$ cat config.mk
export PLATFORM = sky130hd
export DESIGN_NAME = sig_compressor
export DESIGN_NICKNAME = d
export VERILOG_FILES = /design/src/rtl/trace_pkg.sv /design/src/rtl/sig_compressor.sv
export SDC_FILE = /design/constraint.sdc
export NUM_CORES = 1
export LEC_CHECK = 0
export ABC_CLOCK_PERIOD_IN_PS = 3870
export CAP_MARGIN = 25
export CORE_MARGIN = 4
export CORE_UTILIZATION = 33
export CTS_CLUSTER_DIAMETER = 120
export DETAILED_ROUTE_END_ITERATION = 7
export DONT_BUFFER_PORTS = 1
export PLACE_DENSITY = 0.54
export SLEW_MARGIN = 20
export SYNTH_ARGS = -nofsm -noshare
export SYNTH_HDL_FRONTEND = slang
export SYNTH_SLANG_ARGS = --single-unit
$ cat constraint.sdc
create_clock -name clk -period 3.87 [get_ports clk]
set_clock_uncertainty 0.2 [all_clocks]
set_input_delay 0.387 -clock clk [delete_from_list [all_inputs] [get_ports clk]]
set_output_delay 0.387 -clock clk [all_outputs]
set_load 0.05 [all_outputs]
$ cat src/rtl/trace_pkg.sv
package trace_pkg;
  typedef enum logic [1:0] {
    ROLE_NONE    = 2'd0,
    ROLE_CHECKED = 2'd1,
    ROLE_CHECKER = 2'd2,
    ROLE_SPARE   = 2'd3
  } role_e;

  localparam int EVT_W = 40;
  localparam int SIG_W = 8;

  // Parity accumulation: CRC-1 with generator x+1
  function automatic logic crc1_word(logic c, logic [EVT_W-1:0] w);
    return c ^ (^w);
  endfunction

  function automatic logic [4:0] crc5_word(logic [4:0] c_in, logic [EVT_W-1:0] w);
    logic [4:0] c;
    logic fb;
    c = c_in;
    for (int i = EVT_W - 1; i >= 0; i--) begin
      fb = c[4] ^ w[i];
      c  = {c[3:0], 1'b0};
      if (fb) c = c ^ 5'h05;
    end
    return c;
  endfunction

  function automatic logic [7:0] crc8_word(logic [7:0] c_in, logic [EVT_W-1:0] w);
    logic [7:0] c;
    logic fb;
    c = c_in;
    for (int i = EVT_W - 1; i >= 0; i--) begin
      fb = c[7] ^ w[i];
      c  = {c[6:0], 1'b0};
      if (fb) c = c ^ 8'h07;
    end
    return c;
  endfunction

  function automatic logic [SIG_W-1:0] crc_update(logic [1:0] sel, logic [SIG_W-1:0] c,
                                                  logic [EVT_W-1:0] w);
    case (sel)
      2'd0:    return {7'd0, crc1_word(c[0], w)};
      2'd1:    return {3'd0, crc5_word(c[4:0], w)};
      default: return crc8_word(c, w);
    endcase
  endfunction
endpackage

$ cat src/rtl/sig_compressor.sv
module sig_compressor #(
  parameter int CNT_W = 17
) (
  input  logic                        clk,
  input  logic                        rst_n,
  input  logic                        clr,
  input  logic                        accept,
  input  logic [7:0]                  addr,
  input  logic [31:0]                 data,
  input  logic [1:0]                  sel,
  input  logic [CNT_W-1:0]            interval,
  output logic                        sig_valid,
  output logic [trace_pkg::SIG_W-1:0] sig
);
  import trace_pkg::*;

  logic [SIG_W-1:0] crc_q, crc_nx;
  logic [CNT_W-1:0] cnt_q, last_idx;

  assign last_idx  = (interval == '0) ? '0 : interval - 1'b1;
  assign crc_nx    = crc_update(sel, crc_q, {addr, data});
  assign sig_valid = accept && (cnt_q == last_idx);
  assign sig       = crc_nx;

  always_ff @(posedge clk or negedge rst_n) begin
    if (!rst_n) begin
      crc_q <= '0;
      cnt_q <= '0;
    end else if (clr) begin
      crc_q <= '0;
      cnt_q <= '0;
    end else if (accept) begin
      if (sig_valid) begin
        crc_q <= '0;
        cnt_q <= '0;
      end else begin
        crc_q <= crc_nx;
        cnt_q <= cnt_q + 1'b1;
      end
    end
  end
endmodule

==> impl_metrics.json <==
{
  "status": "finished with violations",
  "failed_checks": "negative setup slack",
  "syn2layout_area_growth_pct": 28.5,
  "worst_setup_path_start_kind": "register",
  "slew_headroom": 0.543,
  "cts_buffers": 3,
  "wl_per_cell_um": 18.6,
  "die_w_um": 126,
  "portBuffers": 0,
  "antenna_found_initial": 0,
  "critPathMaxFanout": 2,
  "rows": 42,
  "ant_nets": 0,
  "drt_wl_total_um": 12900,
  "cts_root_buf": "clkbuf_16",
  "ios": 72,
  "fillerInstances": 1265,
  "finalSetupViolations": 6,
  "cp-end-kind": "output pin",
  "reg2reg_to": "crc_q[2]$_DFFE_PN0P_",
  "synth_edf_count": 0,
  "worstPathRequired_ns": 3.28,
  "crit_buf_inv": 4,
  "place.gp.congestion": 0.859,
  "via_per_inst": 5.12,
  "synth-main-ff-cell": "dfrtp_1",
  "synth_adder_area_share": 0.00549,
  "synth-simple-area-share": 0.131,
  "max_slew.worst_pin.slew_ns": 0.680,
  "final_cells": 693,
  "fp.dieH_um": 126,
  "nets": 583,
  "cts_buffer_depth": 2,
  "fmax_mhz": 251,
  "synthMuxAreaShare": 0.00467,
  "layout_commonest_cell": "xnor2_1",
  "rr_startpoint": "crc_q[7]$_DFFE_PN0P_",
  "diodes": 0,
  "multi_input_area_sq_um": 4150,
  "dp_hpwl_um": 10500,
  "grt_max_degree": 26,
  "crit_end": "sig[3]",
  "maxCapViolCount": 0,
  "synth.cell_area_sq_um": 4560,
  "synth_top_family_by_area": "XOR/XNOR gates",
  "regArea_sq_um": 627,
  "synth_compound_area_frac": 0.121,
  "synth-seq-area-share": 0.137,
  "r2r_slack_ns": 0.24,
  "critPathLaunch": "crc_q[7]$_DFFE_PN0P_",
  "cpPeakStageDelay_ns": 0.46,
  "grt_use_total": 0.161,
  "core_area_sq_um": 13400,
  "cts_tree": "yes",
  "vias": 3550,
  "synth_warnings": 0,
  "start_util": 0.340,
  "grt_pass1_vias": 3667,
  "r2r_cells": 11,
  "ys_ff_latch": 25,
  "h-tree-depth": 1,
  "period_share": 1.03,
  "yosys.area_share.xor_xnor": 0.569,
  "drc": 0,
  "crit_family": "XOR/XNOR gates",
  "arrival_ns": 3.40,
  "die-area_sq_um": 15800,
  "worstPathCellList": "buf_6 > xor3_2 > xnor3_2 > xnor2_2 > xnor3_2 > buf_6 > xnor3_1 > xnor2_1 > buf_4 > xnor3_1 > nand2_2 > o21ai_4 > buf_12",
  "path_class": "register to output pin",
  "clock_sinks": 25,
  "synth_nets": 520,
  "globalRoute.totalOverflow": 0,
  "hp-class": "input pin to register",
  "grt_pass1_wl_um": 20300,
  "setup_ws_ns": -0.115,
  "drtPass1Iterations": 4,
  "crit_path_top_delay_cell": "xnor3_2",
  "final_cell_mix": "xnor2_1 (96), buf_4 (61), xor2_1 (31)",
  "cp.depth": 13,
  "synth_cells": 455,
  "clk_pin_slew_ns": 0.07,
  "drv_slew": 0,
  "drive_gt1_frac": 0.298,
  "synth_cell_types": 63,
  "drt_iter0_drc": 263,
  "finalCriticalPeriod_ns": 3.98,
  "synthArstFlopShare": 1.00,
  "hold_viol": 0,
  "final_util": 0.437,
  "whs_ns": 0.0852,
  "dp.cells": 664,
  "rsz0062_at_grt": "yes",
  "synth.avg_cell_area_sq_um": 10.0,
  "insertion_delay_ns": 0.26
}
==> Yosys cell counts (5+ instances only) <==
| library cell | n | area (sq um) |
|---|---|---|
| xnor2_1 | 117 | 1020 |
| xor2_1 | 37 | 324 |
| xnor3_1 | 33 | 743 |
| dfrtp_1 | 25 | 626 |
| nand2_1 | 21 | 78.8 |
| o21ai_0 | 19 | 95.1 |
| nand3_1 | 16 | 80.1 |
| clkbuf_1 | 14 | 52.6 |
| nor2_1 | 12 | 45.0 |
| inv_1 | 10 | 37.5 |
| and3_1 | 9 | 56.3 |
| xnor3_2 | 9 | 214 |
| o22ai_1 | 8 | 50.1 |
| a211o_1 | 7 | 61.3 |
| a22o_1 | 7 | 61.3 |
| nor3_1 | 7 | 35.0 |
| nor3b_1 | 7 | 52.6 |
| xnor2_2 | 6 | 97.6 |
| nand4_1 | 5 | 31.3 |
| or3_1 | 5 | 31.3 |
| or4_1 | 5 | 37.5 |
==> worst min path at each step <==
stage | cells past startpoint | end | start
final | 1 | crc_q[6]$_DFFE_PN0P_ | sel[1]
after global routing | 1 | crc_q[6]$_DFFE_PN0P_ | sel[1]
after CTS | 1 | crc_q[6]$_DFFE_PN0P_ | sel[1]
after detailed placement | 0 | cnt_q[10]$_DFFE_PN0P_ | rst_n
after global placement | 0 | cnt_q[10]$_DFFE_PN0P_ | rst_n
after floorplan | 0 | cnt_q[0]$_DFFE_PN0P_ | rst_n
==> layer usage <==
metal	part of all wire	vias to the layer above	routed length [um]	track usage
met1	0.43	1709	5480	0.211
met5	0	-	0	0
met3	0.059	10	753	0.0273
li1	-	1745	-	-
met4	0.016	0	210	0.0344
met2	0.50	86	6410	0.278
==> stage by stage <==
stage | TNS (ns) | worst slack, ns | cell area (sq um)
after floorplan | -0.213 | -0.213 | 4590
after CTS | -0.527 | -0.128 | 5680
final | -0.441 | -0.115 | 5860
after detailed placement | -0.0417 | -0.0247 | 5220
after global placement | -0.0233 | -0.0233 | 5220
after global routing | -1.45 | -0.253 | 5860
==> final cells by class <==
cell class | instances | area share
Multi-Input combinational cell | 399 | 0.709
Timing Repair Buffer | 79 | 0.126
Sequential cell | 25 | 0.107
Tap cell | 176 | 0.0376
Clock buffer | 3 | 0.0128
Inverter | 10 | 0.00641
Clock inverter | 1 | 0.000855
==> timing repair <==
action                                  in CTS  in global routing
pin swaps                                   43                 20
endpoints found under the setup margin       8                  8
hold endpoints to repair                    25                  0
gates cloned                                 0                  0
resized for setup                           38                 22
setup buffers                               18                  6
hold buffers                                 2                  0
==> cells by family after synthesis <==
family	Yosys count
compound gates	78
xor+xnor	210
fa+ha+maj	2
buf+inv	31
flops	25
mux	2
simple gates	107
==> flip-flops by register name, indices dropped and copies added, names as in the netlist <==
| name | flops |
|---|---|
| cnt_q | 17 |
| crc_q | 8 |
Power is left out: the tool's default activity adds up to more than one toggle a clock period on the data nets, which glitch-free logic cannot reach.
